[src/rtl/tm_dump_pkg.sv]
package tm_dump_pkg;

   typedef enum logic [1:0] {
      ST_IDLE = 2'd0,
      ST_READ = 2'd1,
      ST_LOAD = 2'd2,
      ST_WAIT = 2'd3
   } tm_state_e;

   typedef enum logic {
      SRC_NVM = 1'b0,
      SRC_RAM = 1'b1
   } tm_src_e;

   localparam logic [1:0] MC_NORMAL_A = 2'b00;
   localparam logic [1:0] MC_PART     = 2'b01;
   localparam logic [1:0] MC_NORMAL_B = 2'b10;
   localparam logic [1:0] MC_FULL     = 2'b11;

endpackage

[src/rtl/tm_window_dec.sv]
module tm_window_dec
   import tm_dump_pkg::*;
#(
   parameter int AW          = 7,
   parameter int NVM_PART_LO = 'h1B,
   parameter int NVM_HI      = 'h7F,
   parameter int RAM_LO      = 'h3B,
   parameter int RAM_HI      = 'h43,
   parameter int FULL_LO     = 'h00
) (
   input  logic [1:0]    mode_code,
   input  logic          mem_sel,
   output logic          win_ok,
   output logic [AW-1:0] win_lo,
   output logic [AW-1:0] win_hi,
   output tm_src_e       win_src
);

   localparam int ADDR_MAX = (1 << AW) - 1;
   localparam logic [AW-1:0] L_PART_LO = AW'(NVM_PART_LO);
   localparam logic [AW-1:0] L_NVM_HI  = AW'(NVM_HI);
   localparam logic [AW-1:0] L_RAM_LO  = AW'(RAM_LO);
   localparam logic [AW-1:0] L_RAM_HI  = AW'(RAM_HI);
   localparam logic [AW-1:0] L_FULL_LO = AW'(FULL_LO);

   // elaboration-time parameter checks
   if (AW < 1 || AW > 16) begin : g_bad_aw
      $error("tm_window_dec: AW out of range");
   end
   if (NVM_HI > ADDR_MAX || RAM_HI > ADDR_MAX) begin : g_bad_hi
      $error("tm_window_dec: window end exceeds address space");
   end
   if (NVM_PART_LO > NVM_HI || FULL_LO > NVM_HI || RAM_LO > RAM_HI) begin : g_bad_order
      $error("tm_window_dec: window start above window end");
   end

   always_comb begin
      win_ok  = mode_code[0];
      win_lo  = '0;
      win_hi  = '0;
      win_src = SRC_NVM;
      unique case (mode_code)
         MC_PART: begin
            if (mem_sel) begin
               win_lo  = L_RAM_LO;
               win_hi  = L_RAM_HI;
               win_src = SRC_RAM;
            end else begin
               win_lo  = L_PART_LO;
               win_hi  = L_NVM_HI;
               win_src = SRC_NVM;
            end
         end
         MC_FULL: begin
            win_lo  = L_FULL_LO;
            win_hi  = L_NVM_HI;
            win_src = SRC_NVM;
         end
         MC_NORMAL_A, MC_NORMAL_B: begin
            win_lo  = '0;
            win_hi  = '0;
            win_src = SRC_NVM;
         end
         default: begin
            win_lo  = '0;
            win_hi  = '0;
            win_src = SRC_NVM;
         end
      endcase
   end

endmodule

[src/rtl/tm_addr_walk.sv]
module tm_addr_walk #(
   parameter int AW = 7
) (
   input  logic          clk,
   input  logic          rst_n,
   input  logic          load,
   input  logic [AW-1:0] lo,
   input  logic [AW-1:0] hi,
   input  logic          step,
   output logic [AW-1:0] addr
);

   logic [AW-1:0] lo_q;
   logic [AW-1:0] hi_q;
   logic [AW-1:0] addr_q;
   logic          at_end;

   assign at_end = (addr_q == hi_q);
   assign addr   = addr_q;

   always_ff @(posedge clk or negedge rst_n) begin
      if (!rst_n) begin
         lo_q   <= '0;
         hi_q   <= '0;
         addr_q <= '0;
      end else if (load) begin
         lo_q   <= lo;
         hi_q   <= hi;
         addr_q <= lo;
      end else if (step) begin
         addr_q <= at_end ? lo_q : addr_q + AW'(1);
      end
   end

endmodule

[src/rtl/tm_reload_gen.sv]
module tm_reload_gen #(
   parameter int AW           = 7,
   parameter bit SHORT_RELOAD = 1'b1,
   parameter int SHORT_END    = 'h21,
   parameter int FULL_END     = 'h7F
) (
   input  logic          clk,
   input  logic          rst_n,
   input  logic          exit_evt,
   input  logic [1:0]    exit_code,
   output logic          reload_req,
   output logic          reload_full,
   output logic [AW-1:0] reload_end
);

   localparam int ADDR_MAX = (1 << AW) - 1;

   if (SHORT_END > ADDR_MAX || FULL_END > ADDR_MAX) begin : g_bad_end
      $error("tm_reload_gen: reload range exceeds address space");
   end

   logic          full_c;
   logic [AW-1:0] end_c;
   logic          req_q;

   if (SHORT_RELOAD) begin : g_short
      assign full_c = 1'b0;
      assign end_c  = AW'(SHORT_END);
   end else begin : g_full
      assign full_c = 1'b1;
      assign end_c  = AW'(FULL_END);
   end

   always_ff @(posedge clk or negedge rst_n) begin
      if (!rst_n) req_q <= 1'b0;
      else        req_q <= exit_evt && (exit_code != 2'b00);
   end

   assign reload_req  = req_q;
   assign reload_full = req_q & full_c;
   assign reload_end  = req_q ? end_c : '0;

endmodule

[src/rtl/tm_dump_seq.sv]
module tm_dump_seq
   import tm_dump_pkg::*;
#(
   parameter int AW           = 7,
   parameter int DW           = 8,
   parameter int NVM_PART_LO  = 'h1B,
   parameter int NVM_HI       = 'h7F,
   parameter int RAM_LO       = 'h3B,
   parameter int RAM_HI       = 'h43,
   parameter int FULL_LO      = 'h00,
   parameter int SHORT_END    = 'h21,
   parameter bit SHORT_RELOAD = 1'b1
) (
   input  logic          clk,
   input  logic          rst_n,
   input  logic          tv_hi,
   input  logic [1:0]    mode_code,
   input  logic          mem_sel,
   output logic          rd_req,
   output logic          rd_src,
   output logic [AW-1:0] rd_addr,
   input  logic          rd_valid,
   input  logic [DW-1:0] rd_data,
   output logic          ser_load,
   output logic [DW-1:0] ser_byte,
   input  logic          ser_done,
   output logic          ser_abort,
   output logic          dump_active,
   output logic          reload_req,
   output logic          reload_full,
   output logic [AW-1:0] reload_end
);

   if (DW < 1) begin : g_bad_dw
      $error("tm_dump_seq: DW must be positive");
   end

   tm_state_e     state_q;
   tm_src_e       src_q;
   logic [DW-1:0] byte_q;

   logic          win_ok;
   logic [AW-1:0] win_lo;
   logic [AW-1:0] win_hi;
   tm_src_e       win_src;

   logic          busy;
   logic          enter;
   logic          exit_evt;
   logic          step;

   tm_window_dec #(
      .AW(AW), .NVM_PART_LO(NVM_PART_LO), .NVM_HI(NVM_HI),
      .RAM_LO(RAM_LO), .RAM_HI(RAM_HI), .FULL_LO(FULL_LO)
   ) u_win (
      .mode_code (mode_code),
      .mem_sel   (mem_sel),
      .win_ok    (win_ok),
      .win_lo    (win_lo),
      .win_hi    (win_hi),
      .win_src   (win_src)
   );

   assign busy     = (state_q != ST_IDLE);
   assign enter    = !busy && tv_hi && win_ok;
   assign exit_evt = busy && !tv_hi;
   assign step     = (state_q == ST_WAIT) && tv_hi && ser_done;

   tm_addr_walk #(.AW(AW)) u_walk (
      .clk   (clk),
      .rst_n (rst_n),
      .load  (enter),
      .lo    (win_lo),
      .hi    (win_hi),
      .step  (step),
      .addr  (rd_addr)
   );

   tm_reload_gen #(
      .AW(AW), .SHORT_RELOAD(SHORT_RELOAD),
      .SHORT_END(SHORT_END), .FULL_END(NVM_HI)
   ) u_reload (
      .clk         (clk),
      .rst_n       (rst_n),
      .exit_evt    (exit_evt),
      .exit_code   (mode_code),
      .reload_req  (reload_req),
      .reload_full (reload_full),
      .reload_end  (reload_end)
   );

   always_ff @(posedge clk or negedge rst_n) begin
      if (!rst_n) begin
         state_q <= ST_IDLE;
         src_q   <= SRC_NVM;
         byte_q  <= '0;
      end else if (enter) begin
         state_q <= ST_READ;
         src_q   <= win_src;
      end else if (exit_evt) begin
         state_q <= ST_IDLE;
      end else begin
         unique case (state_q)
            ST_READ: if (rd_valid) begin
               byte_q  <= rd_data;
               state_q <= ST_LOAD;
            end
            ST_LOAD: state_q <= ST_WAIT;
            ST_WAIT: if (ser_done) state_q <= ST_READ;
            default: state_q <= ST_IDLE;
         endcase
      end
   end

   assign rd_req      = (state_q == ST_READ) && tv_hi;
   assign rd_src      = src_q;
   assign ser_load    = (state_q == ST_LOAD) && tv_hi;
   assign ser_byte    = byte_q;
   assign ser_abort   = exit_evt;
   assign dump_active = busy;

endmodule

[config.mk]
export PLATFORM = sky130hd
export DESIGN_NAME = tm_dump_seq
export DESIGN_NICKNAME = d
export VERILOG_FILES = /design/src/rtl/tm_dump_pkg.sv /design/src/rtl/tm_window_dec.sv /design/src/rtl/tm_addr_walk.sv /design/src/rtl/tm_reload_gen.sv /design/src/rtl/tm_dump_seq.sv
export SDC_FILE = /design/constraint.sdc
export NUM_CORES = 1
export LEC_CHECK = 0
export BUFFER_PORTS_ARGS = -buffer_cell sky130_fd_sc_hd__buf_2
export CORE_ASPECT_RATIO = 0.75
export CORE_MARGIN = 1.5
export CORE_UTILIZATION = 45
export CTS_CLUSTER_DIAMETER = 60
export DETAILED_ROUTE_END_ITERATION = 10
export HOLD_SLACK_MARGIN = 0.06
export PLACE_DENSITY = 0.75
export RECOVER_POWER = 50
export SLEW_MARGIN = 20
export SYNTH_ARGS = -nofsm -noshare
export SYNTH_HDL_FRONTEND = slang
export SYNTH_HIERARCHICAL = 1
export SYNTH_SLANG_ARGS = --single-unit
[constraint.sdc]
create_clock -name clk -period 3.99 [get_ports clk]
set_clock_uncertainty 0.15 [all_clocks]
set_input_delay 0.798 -clock clk [delete_from_list [all_inputs] [get_ports clk]]
set_output_delay 0.798 -clock clk [all_outputs]
set_load 0.01 [all_outputs]
After elaboration in Yosys (flattened, before gate mapping)
Index checks and enable logic that the tools add are counted.
W data, S select, Z words.
- flip-flop bits (word level): 33
- input bits: 16
- output and inout port bits: 29
- add/sub/neg operators: 1
- equality and inequality tests: 9
- mux-type cells: 15
- bitwise operators: 2
- reductions and logical operators: 18
- operators by type and width (kind ; count):
    $mux W7 ; 3
    $pmux W7 S3 ; 1
    $mux W6 ; 3
    $pmux W7 S2 ; 1
    $eq A2 B2 Y1 const B ; 4
    $logic_and A1 B1 Y1 ; 8
    $mux W2 ; 4
    $ne A4 B3 Y1 const B ; 2
    $add A7 B1 Y7 const B ; 1
    $eq A7 B7 Y1 ; 1
    $pmux W2 S3 ; 1
    $reduce_bool A2 Y1 ; 3
    $eq A2 B1 Y1 const B ; 2
    $reduce_and A4 Y1 ; 1
    $reduce_or A3 Y1 ; 1
    $logic_not A1 Y1 ; 2
    $logic_not A2 Y1 ; 1
    $not A1 Y1 ; 2
    $pmux W1 S2 ; 1
    $reduce_and A2 Y1 ; 1
    $reduce_or A2 Y1 ; 1
    $mux W1 ; 1

Longest topological paths before layout
Gate-level depths: netlist of run 1.
- word-level depth: 6
- mapped depth: 9
- mapped depth without buffers: 6

Hierarchy
The synthesis of run 1 kept the hierarchy.
- by module, submodules not included (module ; times used ; cells an instance ; area each (µm²) ; seq. area each (µm²)):
    tm_addr_walk ; 1 ; 92 ; 1111.1 ; 525.5
    tm_dump_seq ; 1 ; 44 ; 573.0 ; 275.3
    tm_window_dec ; 1 ; 18 ; 128.9 ; 0.0
    tm_reload_gen ; 1 ; 11 ; 96.3 ; 25.0

Worst setup path before layout of run 1
No wires, ideal clock.
- path type: input to register
- start point: input port mode_code[0]
- end point: register u_walk.hi_q[0]
- setup time: 0.125 ns
- arrival: 1.952 ns
- path slack: 1.764 ns
- cell stages on the path: 6
- buffers on the path: 4
- path through: buf_4 -> and3_1 -> buf_6 -> buf_6 -> clkbuf_1 -> mux2_2
- RTL lines (what ; line ; RTL):
    start, declared ; tm_dump_seq.sv:17 ; input logic [1:0] mode_code,
    $logic_and A1 B1 Y1 ; tm_dump_seq.sv:65 ; assign enter = !busy && tv_hi && win_ok;
    net enter ; tm_dump_seq.sv:48 ; logic enter;
    end signal, assigned ; tm_addr_walk.sv:28 ; hi_q <= hi;
    end, declared ; tm_addr_walk.sv:14 ; logic [AW-1:0] hi_q;
The timed path passes the listed nets, and every way through them passes these cells.
A chain may end at the register's enable or synchronous reset.

Final worst setup path of run 1
- start point: register state_q[0]
- end point: output port ser_abort
- word-level cells in the longest chain between the ends: 2
- ends and longest elaborated chain (what ; line ; RTL):
    start, declared ; tm_dump_seq.sv:38 ; tm_state_e state_q;
    start signal, assigned ; tm_dump_seq.sv:94 ; state_q <= ST_IDLE;
    start signal, assigned ; tm_dump_seq.sv:98 ; state_q <= ST_READ;
    start signal, assigned ; tm_dump_seq.sv:101 ; state_q <= ST_IDLE;
    $reduce_bool A2 Y1 ; tm_dump_seq.sv:64 ; assign busy = (state_q != ST_IDLE);
    $logic_and A1 B1 Y1 ; tm_dump_seq.sv:66 ; assign exit_evt = busy && !tv_hi;
    end, declared ; tm_dump_seq.sv:27 ; output logic ser_abort,
Every way passes these cells.

==> flow_summary.json, run 1 <==
{
  "cts_htree_levels": 2,
  "cts_made_buffers": 5,
  "path_max_fanout": 5,
  "io_buffer_count": 38,
  "core_sq_mm": 0.00405,
  "place.gp.congestion": 0.867,
  "floorplan.rows": 20,
  "timing.slew.headroom": -0.104,
  "detailed_place.area_sq_mm": 0.00200,
  "worstSkewPairLatency_ps": 280,
  "postSynth.asyncResetShare": 1.00,
  "fmax_mhz": 396,
  "layout_min_cycle_time_ps": 2530,
  "finalNetCount": 213,
  "synthMostInstantiatedCell": "sky130_fd_sc_hd__dfrtp_1",
  "synth_top_area_cell": "sky130_fd_sc_hd__dfrtp_1",
  "final_area_sq_mm": 0.00207,
  "timing.hold.worst.class": "flip-flop to flip-flop",
  "post_place_setup_slack_ps": 1440,
  "cp.required_ps": 3040,
  "grt_pass1_vias": 1177,
  "number_of_antenna_violations_at_the_first_check_in_global_routing": 0,
  "final.setup.tns_ps": 0,
  "cellLeakagePower_nw": 0.991,
  "timing.final.hold_violations": 0,
  "final_util": 0.510,
  "final-setup-viol-count": 0,
  "timing.critical_path.slowest_stage_cell": "sky130_fd_sc_hd__dfrtp_1",
  "viasPerCell": 4.93,
  "finalCritPeriodShare": 0.633,
  "timing_worst_setup_path_type": "flip-flop to output port",
  "cts_num_sinks": 33,
  "num-fill-cells": 366,
  "global_route_wire_length_before_repair_mm": 5.51,
  "remaining_drc_errors": 0,
  "synthToLayoutAreaGrowth_pct": 8.39,
  "num_vias": 1213,
  "ys_seq_area_frac": 0.433,
  "drt_first_iter_violations": 76,
  "ys_top_cells_by_count": "sky130_fd_sc_hd__dfrtp_1 (33), sky130_fd_sc_hd__buf_4 (21), sky130_fd_sc_hd__mux2_2 (19)",
  "synth-edff-count": 0,
  "violated_checks": "capacitance limit, slew limit",
  "postCtsSetupRepairBufs": 0,
  "multi_input_area_sq_um": 882,
  "maxSlewViolCount": 34,
  "fp.dieArea_sq_mm": 0.00465,
  "grt.total_usage": 0.157,
  "hpwlAfterDp_mm": 2.50,
  "worst_margin_pin_slew_ps": 1660,
  "initial_core_util": 0.471,
  "instances_no_fill": 246,
  "critical_path.top_delay_family": "flip-flops",
  "cts-root-to-sink-buffers": 2,
  "layout.area.seq_sq_um": 826,
  "ys_ff_latch": 33,
  "syn_avg_cell_area_sq_um": 11.6,
  "top_level_ports": 45,
  "maximum_ir_drop_on_the_vdd_rail_mv": 0.274,
  "synthDistinctLibCells": 39,
  "post_cts_resize_count": 0,
  "drt-wirelength-per-cell_um": 13.4,
  "synth.top_cells.by_area": "sky130_fd_sc_hd__dfrtp_1 (43%), sky130_fd_sc_hd__mux2_2 (11%), sky130_fd_sc_hd__buf_4 (8.3%), sky130_fd_sc_hd__ha_1 (3.9%), sky130_fd_sc_hd__xor2_1 (3.2%)",
  "status": "finished, violations left",
  "syn_area_sq_mm": 0.00191,
  "end_kind": "output port",
  "post_route_cells_drive_above_1_share": 0.335,
  "detail_route.first_pass.iterations": 4,
  "yosys_most_used_dff": "sky130_fd_sc_hd__dfrtp_1",
  "critPathBufInv": 2,
  "syn_inst": 165,
  "critical_path.startpoint_type": "flip-flop",
  "chipHeight_um": 59.4,
  "ys.warnings.count": 6,
  "max_cap_violations": 1,
  "cp_cell_instances": "inv_1, ha_1, nor2_1, buf_2",
  "gr-total-overflow": 0,
  "cts_root_buffer": "sky130_fd_sc_hd__clkbuf_8",
  "placedCellCount": 239,
  "power_density_mw_per_mm2": 712,
  "number_of_hold_buffers_added_after_cts": 0,
  "netlist.area_leader.share": 0.433,
  "number_of_routed_nets_with_antenna_violations": 0,
  "die_w_um": 78.2,
  "tritoncts_clock_tree": "yes",
  "critical_path_arrival_ps": 1580,
  "grt_max_degree": 34,
  "final.setup.worst_slack_ps": 1460,
  "clkSlewWorstSetupHoldPaths_ps": 60,
  "grt_setup_unrepaired": "no",
  "n_antenna_cell": 0,
  "detail_route.wirelength_mm": 3.29,
  "critical_path_max_stage_delay_ps": 400
}
[cells by family after synthesis]
| kind of cell | share of synthesized area |
|---|---|
| AOI/OAI and AO/OA | 0.0741 |
| xor gates and xnor gates | 0.0629 |
| adders and majority gates | 0.0393 |
| buffers and inverters | 0.117 |
| DFF | 0.433 |
| muxes | 0.155 |
| other | 0.00393 |
| and+or+nand+nor | 0.115 |
[placed cells by master (no fill, tap or decap), drive strengths merged]
master / netlist / final
dfrtp: 33 / 33
buf: 23 / 28
mux2: 21 / 21
clkbuf: 3 / 18
conb: 2 / 8
o21ai: 8 / 8
nor2: 7 / 7
xor2: 7 / 7
inv: 6 / 6
ha: 6 / 6
mux2i: 6 / 6
a22oi: 5 / 5
xnor2: 5 / 5
nand2: 4 / 4
nand3: 4 / 4
and3: 3 / 3
and2: 3 / 3
nor2b: 3 / 3
o32a: 2 / 2
or4b: 2 / 2
o21a: 2 / 2
nand4: 2 / 2
nor3: 1 / 1
a21oi: 1 / 1
nand2b: 1 / 1
nor4: 1 / 1
nor3b: 1 / 1
a31oi: 1 / 1
o31ai: 1 / 1
a21boi: 1 / 1
[power breakdown]
group / total [mW] / internal, mW / switching [mW]
Clock: 0.243 / 0.137 / 0.107
Sequential: 0.633 / 0.488 / 0.145
Combinational: 0.597 / 0.310 / 0.287
[area by class of cell]
class                           count  share of cell area
Clock buffer                        7              0.0417
Inverter                            6              0.0109
Multi-Input combinational cell    106               0.426
Sequential cell                    33               0.399
Tap cell                           55              0.0333
Timing Repair Buffer               39              0.0889
[sequential cells by signal, summed over array words and instances, names as in the netlist]
signal / flops
u_reload/reload_req: 1
u_walk/lo_q: 7
rd_src: 1
ser_byte: 8
state_q: 2
u_walk/hi_q: 7
u_walk/addr: 7
[worst reg2reg max path, stage by stage (launching register included)]
cell and delay [ps]:
sky130_fd_sc_hd__dfrtp_1 410, sky130_fd_sc_hd__inv_1 120, sky130_fd_sc_hd__ha_1 190, sky130_fd_sc_hd__and3_1 650, sky130_fd_sc_hd__buf_4 310, sky130_fd_sc_hd__nor2_1 120, sky130_fd_sc_hd__a22oi_1 160, sky130_fd_sc_hd__o31ai_1 100
[worst paths after layout]
check                            start        endpoint  slack [ps]  cells past startpoint
max in group asynchronous        rst_n  u_walk/lo_q[2]        1940                      1
hold reg to reg            ser_byte[1]     ser_byte[1]         330                      1
setup reg to reg            state_q[1]  u_walk/addr[6]        1650                      7
hold / removal             ser_byte[1]     ser_byte[1]         330                      1
setup / recovery            state_q[0]       ser_abort        1460                      4
min in group asynchronous        rst_n     ser_byte[2]         790                      1
[metal layers]
metal / vias to the layer above / wire, um / GRT usage
li1: 593 / - / -
met1: 596 / 1630 / 0.211
met2: 20 / 1510 / 0.252
met3: 4 / 99 / 0.0338
met4: 0 / 42 / 0.0612
met5: - / 0 / 0
[per-stage QoR]
stage,hold slack (ps),power (mW)
after floorplan,330,1.09
after global placement,314,1.24
after detailed placement,321,1.25
after CTS,334,1.50
after global routing,368,1.60
final,334,1.47
Note: power is estimated with default switching activity, not from simulation.
==> run 2: changes to the inputs <==
clock period = 2.44 ns   (was 3.99 ns; I/O delays follow)
==> run 2 against run 1 <==
Net effect: the run still ends with capacitance limit, slew limit left; count of clock-buffer cells in the layout is the same; setup slack lost 1300 ps; clock power grew 120%; final area grew 1.8%; utilization grew 0.90 points; via count grew 1.5%; power grew 73%; sequential power grew 61%; first-iteration DRC count shrank 33%; worst hold slack lost 63 ps; global-route usage grew 0.52 points; die area is the same; highest routed layer unchanged.
==> flow_summary.json, run 2 (same netlist as run 1, synthesis figures left out) <==
{
  "status": "finished, violations left",
  "violated_checks": "capacitance limit, slew limit",
  "cts_made_buffers": 5,
  "floorplan.rows": 20,
  "placedCellCount": 240,
  "gr-total-overflow": 0,
  "detail_route.first_pass.iterations": 4,
  "finalCritPeriodShare": 0.926,
  "timing.slew.headroom": -0.166,
  "place.gp.congestion": 0.796,
  "instances_no_fill": 248,
  "worst-r2r-cell-count": 5,
  "finalNetCount": 214,
  "post_route_cells_drive_above_1_share": 0.337,
  "post_cts_resize_count": 0,
  "tritoncts_clock_tree": "yes",
  "cts_num_sinks": 33,
  "postCtsSetupRepairBufs": 0,
  "global_route_wire_length_before_repair_mm": 5.62,
  "cellLeakagePower_nw": 1.01,
  "maxSlewViolCount": 34,
  "timing_worst_setup_path_type": "flip-flop to output port",
  "final-setup-viol-count": 0,
  "timing.hold.worst.class": "input port to flip-flop",
  "end_kind": "output port",
  "hpwlAfterDp_mm": 2.49,
  "grt_max_degree": 34,
  "maximum_ir_drop_on_the_vdd_rail_mv": 0.445,
  "final_area_sq_mm": 0.00211,
  "remaining_drc_errors": 0,
  "synthToLayoutAreaGrowth_pct": 10.3,
  "io_buffer_count": 38,
  "critical_path.startpoint_type": "flip-flop",
  "number_of_antenna_violations_at_the_first_check_in_global_routing": 0,
  "grt_pass1_vias": 1189,
  "max_cap_violations": 1,
  "cp.required_ps": 1800,
  "fp.dieArea_sq_mm": 0.00465,
  "layout.area.seq_sq_um": 826,
  "drt_first_iter_violations": 51,
  "viasPerCell": 4.96,
  "num-fill-cells": 378,
  "final.setup.tns_ps": 0,
  "die_w_um": 78.2,
  "layout.cells.most_common": "sky130_fd_sc_hd__dfrtp_1",
  "multi_input_area_sq_um": 882,
  "core_sq_mm": 0.00405,
  "min_delay_path_depth": 2,
  "n_antenna_cell": 0,
  "number_of_routed_nets_with_antenna_violations": 0,
  "worstSkewPairLatency_ps": 280,
  "layout.cells.most_common_list": "sky130_fd_sc_hd__dfrtp_1 (33), sky130_fd_sc_hd__buf_2 (26), sky130_fd_sc_hd__mux2_2 (19)",
  "cts_root_buffer": "sky130_fd_sc_hd__clkbuf_8",
  "cts-root-to-sink-buffers": 2,
  "hold_ws_ps": 272,
  "grt.total_usage": 0.162,
  "path_max_fanout": 5,
  "largest_register_ffs": 8,
  "cts_htree_levels": 2,
  "grt_setup_unrepaired": "no",
  "num_vias": 1231,
  "top_level_ports": 45,
  "timing.final.hold_violations": 0,
  "layout_min_cycle_time_ps": 2260,
  "worst_margin_pin_slew_ps": 1750,
  "initial_core_util": 0.471,
  "chipHeight_um": 59.4,
  "detailed_place.area_sq_mm": 0.00200,
  "number_of_hold_buffers_added_after_cts": 0,
  "clkSlewWorstSetupHoldPaths_ps": 60,
  "drt-wirelength-per-cell_um": 13.8,
  "fmax_mhz": 442,
  "power_density_mw_per_mm2": 1210,
  "critical_path_arrival_ps": 1620,
  "detail_route.wirelength_mm": 3.42
}
-- run 2: cell types whose count changed in the layout (fill, tap and decap cells not counted), sizes merged --
cell	before	now
bufinv	0	1
clkbuf	18	19
-- run 2: routing by layer --
metal / routed length (um) / vias up / global-route usage
met1: 1620 / 596 / 0.201
met5: 0 / - / 0
li1: - / 595 / -
met4: 44 / 0 / 0.0714
met2: 1590 / 34 / 0.255
met3: 169 / 6 / 0.0631
-- run 2: final timing paths --
path                                start              to  slack, ps
max                            state_q[0]       ser_abort        180
min                            rd_data[2]     ser_byte[2]        270
max reg2reg                u_walk/addr[5]  u_walk/addr[0]        330
min reg2reg                   ser_byte[2]     ser_byte[2]        340
max in group asynchronous           rst_n          rd_src        610
min in group asynchronous           rst_n  u_walk/hi_q[3]        510
-- run 2: where the power goes --
part / switching (mW) / internal, mW / leakage, nW / total, mW
Clock: 0.195 / 0.333 / 0.0585 / 0.527
Sequential: 0.225 / 0.798 / 0.408 / 1.02
Combinational: 0.487 / 0.507 / 0.542 / 0.994
Total: 0.907 / 1.64 / 1.01 / 2.54
-- run 2: per-stage QoR --
| step | power (mW) | setup WS (ps) | utilization |
|---|---|---|---|
| global route | 2.74 | 6.60 | 0.519 |
| floorplan | 1.78 | 448 | - |
| global placement | 2.02 | 437 | 0.494 |
| detailed placement | 2.04 | 402 | 0.494 |
| finish | 2.54 | 180 | 0.519 |
| CTS | 2.59 | 164 | 0.523 |
-- run 2: cell type report --
cell class / instances / area share
Sequential cell: 33 / 0.392
Clock buffer: 7 / 0.0410
Multi-Input combinational cell: 106 / 0.419
Timing Repair Buffer: 40 / 0.0903
Clock inverter: 1 / 0.0143
Tap cell: 55 / 0.0327
Inverter: 6 / 0.0107
-- run 2: worst max-delay path, cell delays in order (launching register included) --
cell	delay (ps)
sky130_fd_sc_hd__dfrtp_1	410
sky130_fd_sc_hd__inv_1	100
sky130_fd_sc_hd__ha_1	210
sky130_fd_sc_hd__nor2_1	400
sky130_fd_sc_hd__buf_2	220
==> run 3: changes to the inputs <==
CORE_MARGIN = 2   (was 1.5)
CORE_UTILIZATION = 25   (was 45)
PLACE_DENSITY = 0.49   (was 0.75)
==> run 3 against run 2 <==
Net effect: the flow now finishes without violations; sequential power hardly changed; setup slack improved by 230 ps; combinational power is essentially flat; global-route usage decreased by 6.9 points; sequential cell count is the same; register-to-register slack improved by 80 ps; largest power group unchanged.
==> flow_summary.json, run 3 (same netlist as run 1, synthesis figures left out) <==
{
  "status": "finished, final reports clean",
  "initial_core_util": 0.259,
  "end_kind": "flip-flop",
  "instances_no_fill": 296,
  "grt_max_degree": 34,
  "register_to_register_path_setup_slack_ps": 410,
  "floorplan.rows": 27,
  "maximum_ir_drop_on_the_vdd_rail_mv": 0.296,
  "critical_path_arrival_ps": 2050,
  "layout_min_cycle_time_ps": 2030,
  "critical_path_max_stage_delay_ps": 430,
  "post_cts_resize_count": 0,
  "met1_demand_to_capacity_share_in_global_routing": 0.126,
  "n_antenna_cell": 0,
  "cellLeakagePower_nw": 1.01,
  "cp_cell_instances": "inv_1, ha_1, nor2_1, clkbuf_1, nor3_4, mux2_2",
  "final.setup.tns_ps": 0,
  "worstSkewPairLatency_ps": 280,
  "cts_htree_levels": 2,
  "global_route_wire_length_before_repair_mm": 6.03,
  "hold_ws_ps": 127,
  "remaining_drc_errors": 0,
  "num_vias": 1192,
  "cts_root_buffer": "sky130_fd_sc_hd__clkbuf_8",
  "detail_route.wirelength_mm": 3.65,
  "detail_route.first_pass.iterations": 4,
  "gr-total-overflow": 0,
  "timing.hold.worst.class": "input port to asynchronous set/reset pin",
  "timing.critical_path.slowest_stage_cell": "sky130_fd_sc_hd__nor3_4",
  "number_of_hold_buffers_added_after_cts": 0,
  "cts_made_buffers": 5,
  "number_of_routed_nets_with_antenna_violations": 0,
  "path_max_fanout": 8,
  "maxSlewViolCount": 0,
  "die_w_um": 105,
  "post_route_cells_drive_above_1_share": 0.349,
  "layout.cells.most_common_list": "sky130_fd_sc_hd__dfrtp_1 (33), sky130_fd_sc_hd__buf_2 (28), sky130_fd_sc_hd__mux2_2 (19)",
  "worst_margin_pin_slew_ps": 764,
  "clkSlewWorstSetupHoldPaths_ps": 70,
  "layout.cells.most_common": "sky130_fd_sc_hd__dfrtp_1",
  "io_buffer_count": 38,
  "grt_use_met3": 0.0294,
  "totalPowerFinal_mw": 2.43,
  "met2_usage": 0.132,
  "finalNetCount": 216,
  "max_cap_violations": 0,
  "viasPerCell": 4.03,
  "hpwlAfterDp_mm": 2.66,
  "grt_pass1_vias": 1175,
  "core_sq_mm": 0.00736,
  "grt.total_usage": 0.0932,
  "chipHeight_um": 79.7,
  "cts_num_sinks": 33,
  "timing.slew.headroom": 0.490,
  "number_of_antenna_violations_at_the_first_check_in_global_routing": 0,
  "fmax_mhz": 493,
  "grt_setup_unrepaired": "no",
  "synthToLayoutAreaGrowth_pct": 12.9,
  "timing_worst_setup_path_type": "flip-flop to flip-flop",
  "place.gp.congestion": 0.698,
  "final_util": 0.293,
  "critPathBufInv": 2,
  "largest_register_ffs": 8,
  "critical_path.top_delay_family": "simple AND/OR/NAND/NOR gates",
  "final-setup-viol-count": 0,
  "grt-busiest-layer": "met2",
  "timing.final.hold_violations": 0,
  "top_level_ports": 45,
  "drt_first_iter_violations": 93,
  "finalCritPeriodShare": 0.831,
  "cp.required_ps": 2460,
  "placedCellCount": 288,
  "fp.dieArea_sq_mm": 0.00836,
  "postCtsSetupRepairBufs": 0,
  "critical_path.startpoint_type": "flip-flop",
  "drt-wirelength-per-cell_um": 12.3,
  "cts-root-to-sink-buffers": 2,
  "power_density_mw_per_mm2": 1130,
  "num-fill-cells": 791,
  "tritoncts_clock_tree": "yes"
}
[run 3: cell types whose count changed in the layout (fill, tap and decap cells not counted)]
cell and change:
sky130_fd_sc_hd__buf_2 +2, sky130_fd_sc_hd__clkbuf_8 -1, sky130_fd_sc_hd__bufinv_16 -1, sky130_fd_sc_hd__clkinv_2 +2
sky130_fd_sc_hd__buf_12 +1, sky130_fd_sc_hd__clkbuf_1 -1
[run 3: final cells by class]
class	count	area [sq um]	area share
sequential	33	826	0.383
tap	101	126	0.0586
clock buffer	6	72.6	0.0337
timing repair buffer	42	216	0.100
inverter	6	22.5	0.0104
multi-input combinational	106	882	0.409
clock inverter	2	10.0	0.00464
[run 3: path summary, 6_finish.rpt]
path / end / from / cells after the start
setup reg to reg: ser_byte[5] / state_q[0] / 6
hold / removal: u_walk/lo_q[5] / rst_n / 1
setup / recovery: ser_byte[5] / state_q[0] / 6
min in group clk: ser_byte[2] / rd_data[2] / 2
max in group asynchronous: u_walk/lo_q[0] / rst_n / 1
hold reg to reg: ser_byte[2] / ser_byte[2] / 1
[run 3: routing by layer]
layer	wire length (um)	vias to the layer above
met2	1630	26
met3	149	2
li1	-	595
met5	0	-
met1	1860	569
met4	16	0
[run 3: power by group]
| part | internal (mW) | leakage [nW] | total [mW] | switching [mW] |
|---|---|---|---|---|
| logic | 0.526 | 0.557 | 1.01 | 0.488 |
| clock network | 0.198 | 0.0450 | 0.394 | 0.197 |
| registers | 0.798 | 0.408 | 1.02 | 0.226 |
| total | 1.52 | 1.01 | 2.43 | 0.911 |
[run 3: metrics by stage]
| step | setup slack, ps | area (sq um) |
|---|---|---|
| 2_1_floorplan | 448 | 1930 |
| 3_3_place_gp | 414 | 2090 |
| 3_5_place_dp | 411 | 2090 |
| 4_1_cts | 400 | 2170 |
| 5_1_grt | 238 | 2160 |
| 6_report | 412 | 2160 |
[run 3: worst reg2reg max path, cell delays in order (launching register included)]
cell,delay [ps]
sky130_fd_sc_hd__dfrtp_1,410
sky130_fd_sc_hd__inv_1,120
sky130_fd_sc_hd__ha_1,180
sky130_fd_sc_hd__nor2_1,60
sky130_fd_sc_hd__clkbuf_1,170
sky130_fd_sc_hd__nor3_4,430
sky130_fd_sc_hd__mux2_2,390
